`config.mk`:
```
export PLATFORM = sky130hd
export DESIGN_NAME = i2c_strap_regslave
export DESIGN_NICKNAME = d
export VERILOG_FILES = /design/src/rtl/i2cs_pkg.sv /design/src/rtl/i2cs_glitch_filter.sv /design/src/rtl/i2cs_fsm.sv /design/src/rtl/i2c_strap_regslave.sv
export SDC_FILE = /design/constraint.sdc
export NUM_CORES = 1
export LEC_CHECK = 0
export BUFFER_PORTS_ARGS = -buffer_cell sky130_fd_sc_hd__buf_2
export CAP_MARGIN = 5
export CORE_UTILIZATION = 51
export CTS_CLUSTER_DIAMETER = 80
export CTS_CLUSTER_SIZE = 20
export DETAILED_ROUTE_END_ITERATION = 16
export PLACE_DENSITY = 0.8
export SYNTH_ARGS = -nofsm -noshare
export SYNTH_HDL_FRONTEND = slang
export SYNTH_SLANG_ARGS = --single-unit
```
`constraint.sdc`:
```
create_clock -name clk -period 3.9 [get_ports clk]
set_input_delay 0.195 -clock clk [delete_from_list [all_inputs] [get_ports clk]]
set_output_delay 0.195 -clock clk [all_outputs]
set_load 0.02 [all_outputs]
```
`src/rtl/i2cs_pkg.sv`:
```
package i2cs_pkg;
  typedef enum logic [3:0] {
    ST_IDLE, ST_ADDR, ST_AACK, ST_PTR, ST_PACK,
    ST_WDAT, ST_WACK, ST_RDAT, ST_RACK, ST_SKIP
  } st_e;
  localparam int BYTE_W = 8;
endpackage

```
`src/rtl/i2cs_glitch_filter.sv`:
```
module i2cs_glitch_filter #(
  parameter int FILT_CYC = 6
) (
  input  logic clk,
  input  logic rst_n,
  input  logic din,
  output logic dout
);
  localparam int CW = $clog2(FILT_CYC + 1);

  logic [1:0]    sync_q;
  logic [CW-1:0] run_q;

  always_ff @(posedge clk or negedge rst_n) begin
    if (!rst_n) begin
      sync_q <= 2'b11;
      run_q  <= '0;
      dout   <= 1'b1;
    end else begin
      sync_q <= {sync_q[0], din};
      if (sync_q[1] == dout) begin
        run_q <= '0;
      end else if (run_q == CW'(FILT_CYC - 1)) begin
        dout  <= sync_q[1];
        run_q <= '0;
      end else begin
        run_q <= run_q + 1'b1;
      end
    end
  end
endmodule

```
`src/rtl/i2cs_fsm.sv`:
```
module i2cs_fsm
  import i2cs_pkg::*;
#(
  parameter int PTR_W = 8
) (
  input  logic              clk,
  input  logic              rst_n,
  input  logic [6:0]        dev_addr,
  input  logic              scl_f,
  input  logic              sda_f,
  output logic              sda_pull,
  output logic              reg_wr,
  output logic              reg_rd,
  output logic [PTR_W-1:0]  reg_addr,
  output logic [BYTE_W-1:0] reg_wdata,
  input  logic [BYTE_W-1:0] reg_rdata
);
  st_e               st;
  logic              scl_q, sda_q;
  logic [3:0]        cnt;
  logic [BYTE_W-1:0] shreg;
  logic [PTR_W-1:0]  ptr;
  logic              rw, mack;

  logic start_det, stop_det, scl_rise, scl_fall, byte_in;
  assign start_det = scl_f & scl_q & sda_q & ~sda_f;
  assign stop_det  = scl_f & scl_q & ~sda_q & sda_f;
  assign scl_rise  = scl_f & ~scl_q;
  assign scl_fall  = ~scl_f & scl_q;
  assign byte_in   = scl_fall && (cnt == 4'd8);

  always_ff @(posedge clk or negedge rst_n) begin
    if (!rst_n) begin
      st    <= ST_IDLE;
      scl_q <= 1'b1;
      sda_q <= 1'b1;
      cnt   <= '0;
      shreg <= '0;
      ptr   <= '0;
      rw    <= 1'b0;
      mack  <= 1'b0;
    end else begin
      scl_q <= scl_f;
      sda_q <= sda_f;
      if (start_det) begin
        st  <= ST_ADDR;
        cnt <= '0;
      end else if (stop_det) begin
        st <= ST_IDLE;
      end else begin
        case (st)
          ST_ADDR, ST_PTR, ST_WDAT: begin
            if (scl_rise) begin
              shreg <= {shreg[BYTE_W-2:0], sda_f};
              cnt   <= cnt + 4'd1;
            end else if (byte_in) begin
              cnt <= '0;
              if (st == ST_ADDR) begin
                if (shreg[7:1] == dev_addr) begin
                  rw <= shreg[0];
                  st <= ST_AACK;
                end else begin
                  st <= ST_SKIP;
                end
              end else if (st == ST_PTR) begin
                ptr <= shreg[PTR_W-1:0];
                st  <= ST_PACK;
              end else begin
                ptr <= ptr + 1'b1;
                st  <= ST_WACK;
              end
            end
          end
          ST_AACK: if (scl_fall) begin
            if (rw) begin
              shreg <= reg_rdata;
              ptr   <= ptr + 1'b1;
              cnt   <= '0;
              st    <= ST_RDAT;
            end else begin
              st <= ST_PTR;
            end
          end
          ST_PACK, ST_WACK: if (scl_fall) st <= ST_WDAT;
          ST_RDAT: if (scl_fall) begin
            if (cnt == 4'd7) begin
              st <= ST_RACK;
            end else begin
              shreg <= {shreg[BYTE_W-2:0], 1'b0};
              cnt   <= cnt + 4'd1;
            end
          end
          ST_RACK: begin
            if (scl_rise) begin
              mack <= ~sda_f;
            end else if (scl_fall) begin
              if (mack) begin
                shreg <= reg_rdata;
                ptr   <= ptr + 1'b1;
                cnt   <= '0;
                st    <= ST_RDAT;
              end else begin
                st <= ST_SKIP;
              end
            end
          end
          default: ;
        endcase
      end
    end
  end

  assign reg_wr    = (st == ST_WDAT) && byte_in;
  assign reg_rd    = scl_fall && (((st == ST_AACK) && rw) || ((st == ST_RACK) && mack));
  assign reg_addr  = ptr;
  assign reg_wdata = shreg;
  assign sda_pull  = (st == ST_AACK) || (st == ST_PACK) || (st == ST_WACK) ||
                     ((st == ST_RDAT) && !shreg[7]);

  assert_ptr_step_wr_R3: assert property (@(posedge clk) disable iff (!rst_n)
    reg_wr |=> reg_addr == PTR_W'($past(reg_addr) + 1'b1));
  assert_ptr_step_rd_R4: assert property (@(posedge clk) disable iff (!rst_n)
    reg_rd |=> reg_addr == PTR_W'($past(reg_addr) + 1'b1));
  assert_skip_quiet_R2: assert property (@(posedge clk) disable iff (!rst_n)
    (st == ST_SKIP) |-> (!reg_wr && !reg_rd && !sda_pull));
  assert_release_on_stop_R8: assert property (@(posedge clk) disable iff (!rst_n)
    stop_det |=> !sda_pull);
  assert_start_rearm_R9: assert property (@(posedge clk) disable iff (!rst_n)
    start_det |=> (st == ST_ADDR) && !sda_pull);
  assert_strobe_excl_R5: assert property (@(posedge clk) disable iff (!rst_n)
    !(reg_wr && reg_rd));
endmodule

```
`src/rtl/i2c_strap_regslave.sv`:
```
module i2c_strap_regslave #(
  parameter int          FILT_CYC   = 6,
  parameter logic [27:0] ADDR_TABLE = {7'h54, 7'h45, 7'h43, 7'h42}
) (
  input  logic       clk,
  input  logic       rst_n,
  input  logic [1:0] strap_sel,
  input  logic       scl_in,
  input  logic       sda_in,
  output logic       sda_pull,
  output logic       reg_wr,
  output logic       reg_rd,
  output logic [7:0] reg_addr,
  output logic [7:0] reg_wdata,
  input  logic [7:0] reg_rdata
);
  localparam int NLINE = 2;

  logic [NLINE-1:0] raw, filt;
  logic [6:0]       dev_addr;

  assign raw      = {sda_in, scl_in};
  assign dev_addr = ADDR_TABLE[strap_sel*7 +: 7];

  for (genvar g = 0; g < NLINE; g++) begin : g_filt
    i2cs_glitch_filter #(.FILT_CYC(FILT_CYC)) filt_i (
      .clk  (clk),
      .rst_n(rst_n),
      .din  (raw[g]),
      .dout (filt[g])
    );
  end

  i2cs_fsm #(.PTR_W(8)) fsm_i (
    .clk      (clk),
    .rst_n    (rst_n),
    .dev_addr (dev_addr),
    .scl_f    (filt[0]),
    .sda_f    (filt[1]),
    .sda_pull (sda_pull),
    .reg_wr   (reg_wr),
    .reg_rd   (reg_rd),
    .reg_addr (reg_addr),
    .reg_wdata(reg_wdata),
    .reg_rdata(reg_rdata)
  );
endmodule

```
# After elaboration in Yosys (flattened, before gate mapping)
# Cells that the tools add are included.
[word_totals]
register_bits = 40
in_bits = 14
output_inout_bits = 19
word_cells = 155
[op_classes]
add_sub_neg = 4
n_mul = 1
eq_ne = 43
shifts = 1
n_mux = 51
n_bitwise = 16
n_reduce_logical = 25
[op_table]
columns = ["op", "count"]
rows = [
  ["8-bit 2-to-1 mux", 17],
  ["4-bit 2-to-1 mux", 24],
  ["8-bit case mux with 4 select lines", 1],
  ["4-bit by 1-bit != test with 1-bit output, second input constant", 7],
  ["28-bit by 6-bit variable part select with 7-bit output, first input constant", 1],
  ["8-bit case mux with 3 select lines", 1],
  ["11-bit AND reduction", 2],
  ["4-bit by 3-bit equality test with 1-bit output, second input constant", 5],
  ["4-bit case mux with 5 select lines", 1],
  ["2-bit by 1-bit != test with 1-bit output, second input constant", 8],
  ["4-bit case mux with 4 select lines", 1],
  ["3-bit 2-to-1 mux", 5],
  ["3-bit by 1-bit != test with 1-bit output, second input constant", 5],
  ["10-bit AND reduction", 1],
  ["1-bit NOT", 9],
  ["9-bit AND reduction", 1],
  ["8-bit by 1-bit adder with 8-bit output, second input constant", 1],
  ["4-bit by 2-bit equality test with 1-bit output, second input constant", 2],
  ["4-bit equality test, second input constant", 2],
  ["2-bit != test, second input constant", 4],
  ["4-bit by 2-bit != test with 1-bit output, second input constant", 2],
  ["1-bit bitwise AND", 7],
  ["7-bit equality test", 1],
  ["7-bit AND reduction", 1],
  ["other kinds (19)", 32],
]

# Depth between registers and ports, before layout
# Gate-level depths: netlist of the first run.
[depth]
ltp_word = 10
mapped_depth = 9

# By module
# A second synthesis of the first run with hierarchy kept.
[hier_totals]
hier_cells = 253
hier_area_um2 = 2478.6
[by_module_without_submodules]
columns = ["mod", "n_inst", "cells_each", "area_each_um2", "seq_area_each_um2"]
rows = [
  ["i2cs_fsm", 1, 217, 2006.9, 703.2],
  ["i2cs_glitch_filter", 2, 16, 224.0, 153.9],
  ["i2c_strap_regslave", 1, 4, 23.8, 0.0],
]

# Worst setup path after synthesis of the first run
# OpenSTA, ideal clock, no wires.
[synth_path]
path_kind = "reg2reg"
startpoint = "register g_filt[0].filt_i.dout"
endpoint = "register fsm_i.ptr[0], in the netlist fsm_i.reg_addr[0]"
arrival_time_ps = 1970
path_slack_ps = 1803
stages_incl_launch_ff = 10
synth_period_minus_slack_ps = 2097
cell_sequence = "dfstp_2 > buf_4 > nand2b_1 > buf_4 > nor3_1 > a211o_1 > buf_4 > and2_1 > buf_6 > o211ai_2"
[synth_between]
elab_chain_cells = 5
[synth_rtl]
columns = ["element", "line", "text"]
rows = [
  ["start, declared", "i2cs_glitch_filter.sv:7", "output logic dout"],
  ["start signal, assigned", "i2cs_glitch_filter.sv:24", "dout <= sync_q[1];"],
  ["1-bit NOT or 1-bit bitwise AND (tied branches)", "i2cs_fsm.sv:29, i2cs_fsm.sv:26, i2cs_fsm.sv:27", ""],
  ["1-bit bitwise AND (on tied branches)", "i2cs_fsm.sv:29, i2cs_fsm.sv:26, i2cs_fsm.sv:27", ""],
  ["1-bit logical AND (tied with other cells)", "i2cs_fsm.sv:30", "assign byte_in = scl_fall && (cnt == 4'd8);"],
  ["2-bit by 1-bit != test with 1-bit output (no source line) or 1-bit NOT (tied branches)", "--", ""],
  ["11-bit AND reduction (no source line) *", "--", ""],
  ["end signal, assigned", "i2cs_fsm.sv:66", "ptr <= shreg[PTR_W-1:0];"],
  ["end signal, assigned", "i2cs_fsm.sv:69", "ptr <= ptr + 1'b1;"],
  ["end signal, assigned", "i2cs_fsm.sv:77", "ptr <= ptr + 1'b1;"],
  ["end, declared", "i2cs_fsm.sv:22", "logic [PTR_W-1:0] ptr;"],
]
# Every way passes the cells marked *; elsewhere a longest branch is shown, timed or not.
# A chain may end at the register's enable or synchronous reset.

# Final worst setup path of the first run
[layout_path]
startpoint = "register fsm_i.st[2]"
endpoint = "register fsm_i.shreg[4], in the netlist fsm_i.reg_wdata[4]"
[layout_between]
elab_chain_cells = 4
[layout_rtl]
columns = ["element", "line", "text"]
rows = [
  ["start, declared", "i2cs_fsm.sv:18", "st_e st;"],
  ["start signal, assigned", "i2cs_fsm.sv:34", "st <= ST_IDLE;"],
  ["start signal, assigned", "i2cs_fsm.sv:46", "st <= ST_ADDR;"],
  ["start signal, assigned", "i2cs_fsm.sv:49", "st <= ST_IDLE;"],
  ["4-bit by 3-bit equality test with 1-bit output (tied with other cells)", "i2cs_fsm.sv:51", "case (st)"],
  ["3-bit OR reduction", "i2cs_fsm.sv:51", ""],
  ["2-bit by 1-bit != test with 1-bit output (no source line) or 4-bit nonzero test (tied branches)", "--", ""],
  ["11-bit AND reduction (no source line)", "--", ""],
  ["end signal, assigned", "i2cs_fsm.sv:54", "shreg <= {shreg[BYTE_W-2:0], sda_f};"],
  ["end signal, assigned", "i2cs_fsm.sv:76", "shreg <= reg_rdata;"],
  ["end signal, assigned", "i2cs_fsm.sv:89", "shreg <= {shreg[BYTE_W-2:0], 1'b0};"],
  ["end, declared", "i2cs_fsm.sv:21", "logic [BYTE_W-1:0] shreg;"],
]
# Several ways; a longest one is shown, not always the timed one.

==> key figures, run 1 <==
Outcome
  • Status: finished clean

Die
  • Starting Density: 53.2%
  • Die span in y: 72.2 um
  • Core area: 4720 um2
  • Boundary Pins: 33
  • Row count: 25
  • Die area: 5210 um2
  • DIE WIDTH: 72.2 um

Synth
  • Synth Flop Type: dfrtp_1
  • Ranking of synthesized cells by area: dfrtp_1, dfstp_2, mux2_4
  • Syn Inst Count: 258
  • FF+latch count, synth: 40
  • Synth Cell Area: 2510 um2
  • Syn avg cell area: 9.74 um2
  • Register area share after synthesis: 40.2%
  • Yosys warning count: 0
  • Post-synth top area share: 31.9%
  • Post-synthesis async set-or-reset flop share: 100%
  • Synth cell types: 57
  • Area leader, netlist: dfrtp_1
  • Post-Syn Nets: 276
  • Number of flops mapped to enable cells by yosys: 0

Timing
  • Setup TNS: 0 ns
  • Max Fclk: 407 MHz
  • Slew HR: 40.8%
  • Final setup vio count: 0
  • Final Hold Slack: 0.0218 ns
  • Minimum clock period: 2.46 ns
  • Final Cycle Share: 63.1%
  • Final Hold Vio Count: 0
  • Max-slew violation total from the final report: 0
  • Actual slew at the worst max-slew pin: 0.888 ns
  • Worst Skew: 0.00812 ns
  • RSZ-0062 raised after global routing: false

Critical path
  • R2R setup slack: 1.44 ns
  • Critical path endpoint category: flop
  • R2r startpoint: fsm_i.st[2]
  • Crit path kind: flop to flop
  • WP data arrival: 2.64 ns
  • R2r endpoint: fsm_i.reg_wdata[4]
  • Cells on worst reg2reg path: 6
  • Critical Path RT: 4.08 ns
  • Worst Path Max Fanout: 17
  • CP Launch Type: flop

Global routing
  • Initial antenna violation count: 0
  • Vias in the first global route: 1903
  • Largest net degree at the start of global routing: 41
  • First-pass GRT wire length: 9150 um
  • Grt total ovfl: 0
  • GRT Total Usage: 22.4%

Worst hold path
  • HP Class: input port to asynchronous set/reset pin

Drt
  • First-pass DRT Iterations: 4
  • Vias/cell: 5.82
  • Routed Antenna Nets: 0
  • Detailed-route via count: 2059
  • Initial DRC count: 158
  • Residual DRC: 0
  • DRT Wirelength: 5370 um
  • Routed length per instance: 15.2 um

Clock tree
  • CTS tree: yes
  • Setup Fix Bufs, Post-CTS: 0
  • Clk Tree Root Cell: clkbuf_8
  • Cts bufs inserted: 5
  • Clock Sinks: 40
  • Clock Path Buffers: 2
  • Clock latency at the later pin of the worst-skew pair: 0.29 ns
  • Clock slew at reported path FFs: 0.08 ns
  • Number of H-tree levels: 2

Run
  • Max-Cap Viols: 0

Place
  • Number of buffers added on ports: 32
  • Final HPWL DP: 3790 um
  • Placer's final routability congestion estimate: 0.862

Layout
  • Fin nets: 304
  • Proportion of layout cells with a drive suffix above 1: 23.7%
  • Antenna diodes: 0
  • Area Growth Syn to Fin: 10.9%
  • Most frequent cells in the layout: dfrtp_1, buf_2, nand2_1

Power
  • P_leak: 0.00124 uW
  • Total power: 2020 uW
  • PD cells: 723 nW/um2
  • Max IR drop VDD: 0.382 mV
## layout make-up
class,count,area [um2]
Tap cell,67,83.8
Sequential cell,40,1010
Fill cell,423,1940
Inverter,10,37.5
Clock buffer,6,72.6
Clock inverter,2,35.0
Timing Repair Buffer,35,188
Multi-Input combinational cell,194,1360
## power breakdown
group	internal (uW)	switching, uW	leakage [uW]
Sequential	536	203	0.000511
Combinational	421	520	0.000676
Clock	190	146	0.0000552
Total	1150	868	0.00124
## worst max-delay path by stage
| stage | from | end | slack [ns] | cells after the start |
|---|---|---|---|---|
| 6_report | fsm_i.st[2] | fsm_i.reg_wdata[4] | 1.44 | 6 |
| 5_1_grt | fsm_i.st[1] | fsm_i.st[2] | 1.22 | 5 |
| 4_1_cts | fsm_i.st[2] | fsm_i.reg_wdata[4] | 1.49 | 6 |
| 3_5_place_dp | fsm_i.st[2] | fsm_i.reg_wdata[0] | 1.51 | 6 |
| 3_3_place_gp | fsm_i.st[2] | fsm_i.reg_wdata[4] | 1.54 | 6 |
| 2_1_floorplan | g_filt[0].filt_i.dout | fsm_i.reg_addr[0] | 1.80 | 9 |
## per-stage QoR
| step | setup slack [ns] | util [%] | cell area [um2] | instances |
|---|---|---|---|---|
| 6_report | 1.44 | 59.0 | 2790 | 354 |
| 5_1_grt | 1.22 | 59.0 | 2790 | 354 |
| 4_1_cts | 1.49 | 59.0 | 2790 | 354 |
| 3_5_place_dp | 1.51 | 56.3 | 2660 | 344 |
| 3_3_place_gp | 1.54 | 56.3 | 2660 | 344 |
| 2_1_floorplan | 1.80 | - | 2510 | 258 |
## flip-flops by register name, indices dropped and copies added (netlist names), 2 cells and up
signal / count
g_filt.filt_i.dout: 2
fsm_i.st: 4
g_filt.filt_i.sync_q: 4
fsm_i.cnt: 4
fsm_i.reg_wdata: 8
fsm_i.reg_addr: 8
g_filt.filt_i.run_q: 6
## cells by family (layout without fill, tap and decap cells)
kind of cell / Yosys count / after routing / synth area share [%]
XOR/XNOR: 7 / 7 / 2.44
buffers and inverters: 24 / 53 / 5.68
AND/OR/NAND/NOR: 100 / 100 / 22.7
adder cells (fa/ha/maj): 4 / 4 / 1.99
flip-flops: 40 / 40 / 40.2
multiplexers: 19 / 19 / 9.66
AO/OA/AOI/OAI: 64 / 64 / 17.3
## critical path: stages (launching register included)
cell     delay [ns]
dfrtp_1        0.68
nor2_1         0.22
a32o_2         0.31
nor2b_1        0.12
buf_4          0.18
and2_1         0.49
mux2_4         0.34
## synth_stat cells (all sizes together), types with 3 or more instances
master and count:
dfrtp 32, nand2 22, mux2 18, nor2 18, a21oi 16, o21ai 13, buf 12, nand3 11
inv 10, nand2b 10, a31oi 8, dfstp 8, nand3b 7, nand4 5, nor3 5, o22ai 5
ha 4, o211ai 4, o31ai 4, xnor2 4, and2 3, nor2b 3, nor4b 3, xor2 3
## layer usage
metal	track usage, %	share of wire [%]	vias to the layer above
li1	-	-	994
met3	4.31	4.4	9
met4	7.84	1.5	0
met2	32.1	46	47
met1	33.8	48	1009
met5	0	0	-
## repair_timing
action                                 4_1_cts  5_1_grt
setup endpoints to repair                    0        0
hold buffers                                 2        0
endpoints found under the hold margin        2        0
gates resized for setup                      0        0
No activity file was read; power rests on OpenSTA's default activity.
==> run 2, diff against run 1 <==
- clock period: 3.9 -> 2.55 ns (I/O delays scaled with it)
==> run 2 against run 1 <==
  * Cell area rose by 2.4%
  * Combinational power grew 67%
  * Routed wire length increased by 1.5%
  * Fmax increased by 13%
  * Register-to-register slack got worse by 1.1 ns
  * Final cell count up 1.7%
  * Sequential power is 45% higher
  * Critical path depth shrank 1
  * Die area did not move
  * Clock skew fell by 0.0013 ns
  * Clock power grew 67%
  * Highest routed layer unchanged
==> key figures, run 2 (synthesis results as in run 1) <==
Critical path
  • Critical Path RT: 2.73 ns (-1.35 ns)
  • R2r startpoint: fsm_i.st[1]
  • Crit path kind: flop to flop
  • Crit-path max cell delay: 0.52 ns (-0.16 ns)
  • Crit path max-delay family: simple AND/OR/NAND/NOR gates
  • Levels on crit path: 5 (-1)
  • Critical-path top delay cell: dfrtp_1
  • CP startpoint: fsm_i.st[1]
  • CP Cell Sequence: nor4b_2, a2bb2oi_2, a21oi_1, and2_1, mux2_4
  • Worst path bufs/invs: 0 (-1)
  • Critical path endpoint category: flop
  • Worst Path Max Fanout: 14 (-3)
  • Cells on worst reg2reg path: 5 (-1)
  • R2r endpoint: fsm_i.reg_wdata[0]
  • R2R setup slack: 0.38 ns (-1.06 ns)
  • WP data arrival: 2.35 ns (-0.29 ns)
  • Setup crit end: fsm_i.reg_wdata[0]
  • CP Launch Type: flop

Clock tree
  • CTS resizes: 0 (unchanged)
  • Number of H-tree levels: 2 (unchanged)
  • Clock latency at the later pin of the worst-skew pair: 0.29 ns (about the same)
  • Clock Path Buffers: 2 (unchanged)
  • Cts bufs inserted: 5 (unchanged)
  • CTS tree: yes
  • Clock Sinks: 40 (unchanged)
  • Clk Tree Root Cell: clkbuf_8
  • Clock slew at reported path FFs: 0.07 ns (about the same)

Die
  • Die area: 5210 um2 (unchanged)
  • DIE WIDTH: 72.2 um (unchanged)
  • Row count: 25 (unchanged)
  • Die span in y: 72.2 um (unchanged)
  • Boundary Pins: 33 (unchanged)
  • Core area: 4720 um2 (unchanged)
  • Starting Density: 53.2% (unchanged)

Layout
  • Proportion of layout cells with a drive suffix above 1: 25.3% (+1.6 points)
  • Antenna diodes: 0 (unchanged)
  • Area Growth Syn to Fin: 13.5%
  • Fin nets: 310 (+2.0%)
  • Most frequent cells in the layout: dfrtp_1, buf_2, nand2_1

Global routing
  • First-pass GRT wire length: 8940 um (-2.3%)
  • Largest net degree at the start of global routing: 41 (unchanged)
  • Grt total ovfl: 0 (unchanged)
  • Vias in the first global route: 1912 (+0.47%)
  • GRT Total Usage: 22.0% (-0.39 points)
  • Initial antenna violation count: 0 (unchanged)

Outcome
  • Status: finished clean

Drt
  • Vias/cell: 5.88 (+1.1%)
  • DRT Wirelength: 5450 um (+1.5%)
  • First-pass DRT Iterations: 4 (unchanged)
  • Initial DRC count: 138 (-13%)
  • Residual DRC: 0 (unchanged)
  • Routed Antenna Nets: 0 (unchanged)
  • Detailed-route via count: 2116 (+2.8%)
  • Routed length per instance: 15.1 um (-0.22%)

Power
  • Switch share: 41.9% (-1.2 points)
  • Net Switching: 1340 uW (+54%)
  • P_leak: 0.00128 uW (+3.0%)
  • Max IR drop VDD: 0.589 mV (+54%)
  • Seq pwr share: 33.5% (-3.2 points)
  • Clock Power Share: 17.5% (+0.9 points)
  • Comb pwr share: 49.1% (+2.4 points)
  • Internal: 1850 uW (+62%)
  • PD cells: 1120 nW/um2 (+55%)
  • Total power: 3190 uW (+58%)

Place
  • Final HPWL DP: 3940 um (+3.8%)
  • Placer's final routability congestion estimate: 0.961 (+11%)
  • Number of buffers added on ports: 32 (unchanged)
  • Pre-CTS setup slack: 0.386 ns (-1.12 ns)

Timing
  • Final Hold Vio Count: 0 (unchanged)
  • Final setup vio count: 0 (unchanged)
  • Max-slew violation total from the final report: 0 (unchanged)
  • Worst Skew: 0.00681 ns (-0.00130 ns)
  • RSZ-0062 raised after global routing: false
  • Slew HR: 42.7% (+1.9 points)
  • Actual slew at the worst max-slew pin: 0.860 ns (-0.0280 ns)
  • Setup TNS: 0 ns (unchanged)
  • Final Cycle Share: 85.2% (+22 points)
  • Max Fclk: 461 MHz (+13%)
  • Slack of the critical path: 0.379 ns (-1.06 ns)
  • Minimum clock period: 2.17 ns (-0.288 ns)

Worst hold path
  • HP Class: input port to flop

Run
  • Max-Cap Viols: 0 (unchanged)
[run 2: worst reg2reg max path: stages (launching register included)]
cell and delay, ns:
dfrtp_1 0.52, nor4b_2 0.44, a2bb2oi_2 0.15, a21oi_1 0.15, and2_1 0.46, mux2_4 0.34
[run 2: cell type report]
| class | count | area (um2) |
|---|---|---|
| Clock buffer | 7 | 96.3 |
| Tap cell | 67 | 83.8 |
| Multi-Input combinational cell | 194 | 1360 |
| Sequential cell | 40 | 1010 |
| Clock inverter | 1 | 30.0 |
| Fill cell | 406 | 1870 |
| Timing Repair Buffer | 41 | 235 |
| Inverter | 10 | 37.5 |
[run 2: worst min-delay path by stage]
stage / to / depth (start not counted) / from / slack [ns]
detailed placement: g_filt[1].filt_i.sync_q[0] / 1 / sda_in / 0.23
floorplan: fsm_i.cnt[0] / 0 / rst_n / -0.17
finish: fsm_i.reg_wdata[1] / 3 / reg_rdata[1] / 0.18
global route: fsm_i.reg_wdata[4] / 3 / reg_rdata[4] / 0.17
global placement: g_filt[0].filt_i.sync_q[0] / 1 / scl_in / 0.23
CTS: fsm_i.reg_wdata[6] / 3 / reg_rdata[6] / 0.17
[run 2: power groups by stage]
| stage | Clock, uW | Combinational (uW) | Sequential, uW |
|---|---|---|---|
| floorplan | 0 | 1270 | 1050 |
| detailed placement | 0 | 1540 | 1070 |
| CTS | 575 | 1550 | 1060 |
| global placement | 0 | 1510 | 1060 |
| finish | 558 | 1570 | 1070 |
| global route | 591 | 1740 | 1100 |
[run 2: metal layers]
metal,up-vias,global-route usage (%),routed length (um)
li1,1010,-,-
met1,1026,31.7,2500
met2,76,34.1,2580
met3,4,3.75,320
met4,0,6.97,48
met5,-,0,0
[run 2: timing repair]
item,4_1_cts,5_1_grt
hold endpoints to repair,34,0
setup buffers,0,0
hold buffers,3,0
[run 2: stage by stage]
step / util (%) / cells / hold WS (ns) / area [um2]
floorplan: - / 258 / -0.168 / 2510
detailed placement: 57.1 / 349 / 0.234 / 2700
CTS: 60.4 / 360 / 0.173 / 2850
global placement: 57.1 / 349 / 0.232 / 2700
global route: 60.4 / 360 / 0.172 / 2850
finish: 60.4 / 360 / 0.177 / 2850
==> run 3, diff against run 2 <==
==> constraint.sdc (replaced) <==
create_clock -name clk -period 2.55 [get_ports clk]
set_input_delay 0.3825 -clock clk [delete_from_list [all_inputs] [get_ports clk]]
set_output_delay 0.3825 -clock clk [all_outputs]
set_load 0.02 [all_outputs]
==> run 3 against run 2 <==
  * Register-to-register slack got worse by 0.04 ns
  * Highest routed layer unchanged
  * Critical path depth decreased by 1
  * Sequential power rose by 4%
  * Critical endpoint is now reg_rd
  * Clock power shrank 23%
  * Combinational power fell by 3%
  * Final cell count down 0.83%
  * Setup slack got worse by 0.070 ns
  * Global-route usage grew 0.54 points
  * Cell area decreased by 2.4%
  * Clock skew is 0.0013 ns lower
  * Largest power group unchanged
  * Count of clock-buffer cells in the layout fell by 1
  * Routed wire length increased by 0.39%
==> key figures, run 3 (synthesis results as in run 1) <==
Global routing
  • First-pass GRT wire length: 9060 um (+1.4%)
  • GRT Total Usage: 22.6% (+0.54 points)
  • Grt total ovfl: 0 (unchanged)
  • Initial antenna violation count: 0 (unchanged)
  • Vias in the first global route: 1843 (-3.6%)
  • Largest net degree at the start of global routing: 41 (unchanged)

Drt
  • Residual DRC: 0 (unchanged)
  • M1 wire length: 2470 um (-1.3%)
  • Metal2 WL: 2620 um (+1.9%)
  • Routed length per instance: 15.3 um (+1.2%)
  • First-pass DRT Iterations: 4 (unchanged)
  • Detailed-route via count: 2071 (-2.1%)
  • Routed Antenna Nets: 0 (unchanged)
  • Met3 WL: 318 um (-0.63%)
  • Vias/cell: 5.80 (-1.3%)
  • DRT Wirelength: 5470 um (+0.39%)
  • Top Metal Used: met4
  • Initial DRC count: 170 (+23%)

Layout
  • Antenna diodes: 0 (unchanged)
  • Fillers: 409 (+0.74%)
  • Most frequent cells in the layout: dfrtp_1, buf_2, nand2_1
  • Final Util: 59.0% (-1.4 points)
  • Proportion of layout cells with a drive suffix above 1: 25.2% (-0.084 points)
  • Area Growth Syn to Fin: 10.9%
  • Fin nets: 307 (-0.97%)

Clock tree
  • Clock Sinks: 40 (unchanged)
  • CTS tree: yes
  • Cts bufs inserted: 5 (unchanged)
  • CTS resizes: 0 (unchanged)
  • Hold-fix buffers, CTS: 0 (-3)
  • Clock slew at reported path FFs: 0.08 ns (about the same)
  • Number of H-tree levels: 2 (unchanged)
  • Clk Tree Root Cell: clkbuf_8
  • Setup Fix Bufs, Post-CTS: 0 (unchanged)
  • Clock Path Buffers: 2 (unchanged)
  • Clock latency at the later pin of the worst-skew pair: 0.30 ns (about the same)

Timing
  • Final Cycle Share: 87.9% (+2.8 points)
  • Worst Skew: 0.00547 ns (-0.00135 ns)
  • Slew HR: 41.4% (-1.2 points)
  • Max Fclk: 446 MHz (-3.1%)
  • Max-slew violation total from the final report: 0 (unchanged)
  • Final setup vio count: 0 (unchanged)
  • Actual slew at the worst max-slew pin: 0.879 ns (+0.0186 ns)
  • Final Hold Slack: 0.174 ns (-0.00275 ns)
  • RSZ-0062 raised after global routing: false
  • Final Hold Vio Count: 0 (unchanged)
  • Minimum clock period: 2.24 ns (+0.0702 ns)
  • Setup TNS: 0 ns (unchanged)

Critical path
  • CP Launch Type: flop
  • Worst Path Max Fanout: 18 (+4)
  • WP data arrival: 1.86 ns (-0.49 ns)
  • Crit path kind: flop to primary output
  • Critical Path RT: 2.17 ns (-0.56 ns)
  • Cells on worst reg2reg path: 6 (+1)
  • Critical path endpoint category: primary output

Place
  • Placer's final routability congestion estimate: 0.994 (+3.4%)
  • Number of buffers added on ports: 32 (unchanged)
  • Final HPWL DP: 3960 um (+0.44%)

Die
  • Die area: 5210 um2 (unchanged)
  • Die span in y: 72.2 um (unchanged)
  • Row count: 25 (unchanged)
  • Boundary Pins: 33 (unchanged)
  • Starting Density: 53.2% (unchanged)
  • DIE WIDTH: 72.2 um (unchanged)
  • Core area: 4720 um2 (unchanged)

Power
  • P_leak: 0.00124 uW (-2.7%)
  • PD cells: 1100 nW/um2 (-1.7%)
  • Max IR drop VDD: 0.685 mV (+16%)

Worst hold path
  • HP Class: input port to flop
  • Hold depth: 1 (-2)

Outcome
  • Status: finished clean

Run
  • Max-Cap Viols: 0 (unchanged)
run 3: changes by cell type in the layout (fill, tap and decap cells not counted), sizes merged:
cell         before  now
clkbuf            7    6
dlygate4sd3       3    0
clkinvlp          0    1
bufinv            1    0
clkinv            0    1
run 3: power breakdown:
part           leakage (uW)  internal (uW)  total [uW]  switching, uW
clock             0.0000414            195         428            234
sequential         0.000511            821        1110            292
combinational      0.000692            690        1520            832
total               0.00124           1700        3060           1360
run 3: layout make-up:
class	count	area, um2	area share, %
timing repair buffer	38	205	7.37
multi-input combinational	194	1360	48.8
sequential	40	1010	36.3
tap	67	83.8	3.01
clock inverter	2	16.3	0.584
inverter	10	37.5	1.35
clock buffer	6	72.6	2.61
run 3: layer usage:
| metal | vias up | global-route usage, % |
|---|---|---|
| li1 | 999 | - |
| met1 | 993 | 32.4 |
| met2 | 74 | 35.0 |
| met3 | 5 | 4.03 |
| met4 | 0 | 6.75 |
| met5 | - | 0 |
run 3: path summary, 6_finish.rpt:
kind                                            start                          to  slack [ns]
setup / recovery                          fsm_i.st[3]                      reg_rd        0.31
hold / removal                                 sda_in  g_filt[1].filt_i.sync_q[0]        0.17
setup reg to reg                          fsm_i.st[3]          fsm_i.reg_wdata[7]        0.34
hold reg to reg            g_filt[1].filt_i.sync_q[0]  g_filt[1].filt_i.sync_q[1]        0.36
max in group asynchronous                       rst_n           fsm_i.reg_addr[2]        1.79
min in group asynchronous                       rst_n   g_filt[0].filt_i.run_q[0]        0.19
run 3: worst max-delay path: stages, from the launching register on:
cell     delay, ns
dfrtp_1       0.67
nor4b_2       0.45
a32oi_1       0.13
nor2_1        0.13
buf_2         0.18
run 3: stage by stage:
stage / instance area, um2 / cells / setup WS (ns) / power, uW
2_1_floorplan: 2510 / 258 / 0.453 / 2320
3_3_place_gp: 2700 / 349 / 0.405 / 2570
3_5_place_dp: 2700 / 349 / 0.390 / 2620
4_1_cts: 2790 / 357 / 0.343 / 3060
5_1_grt: 2790 / 357 / 0.139 / 3280
6_report: 2790 / 357 / 0.308 / 3060
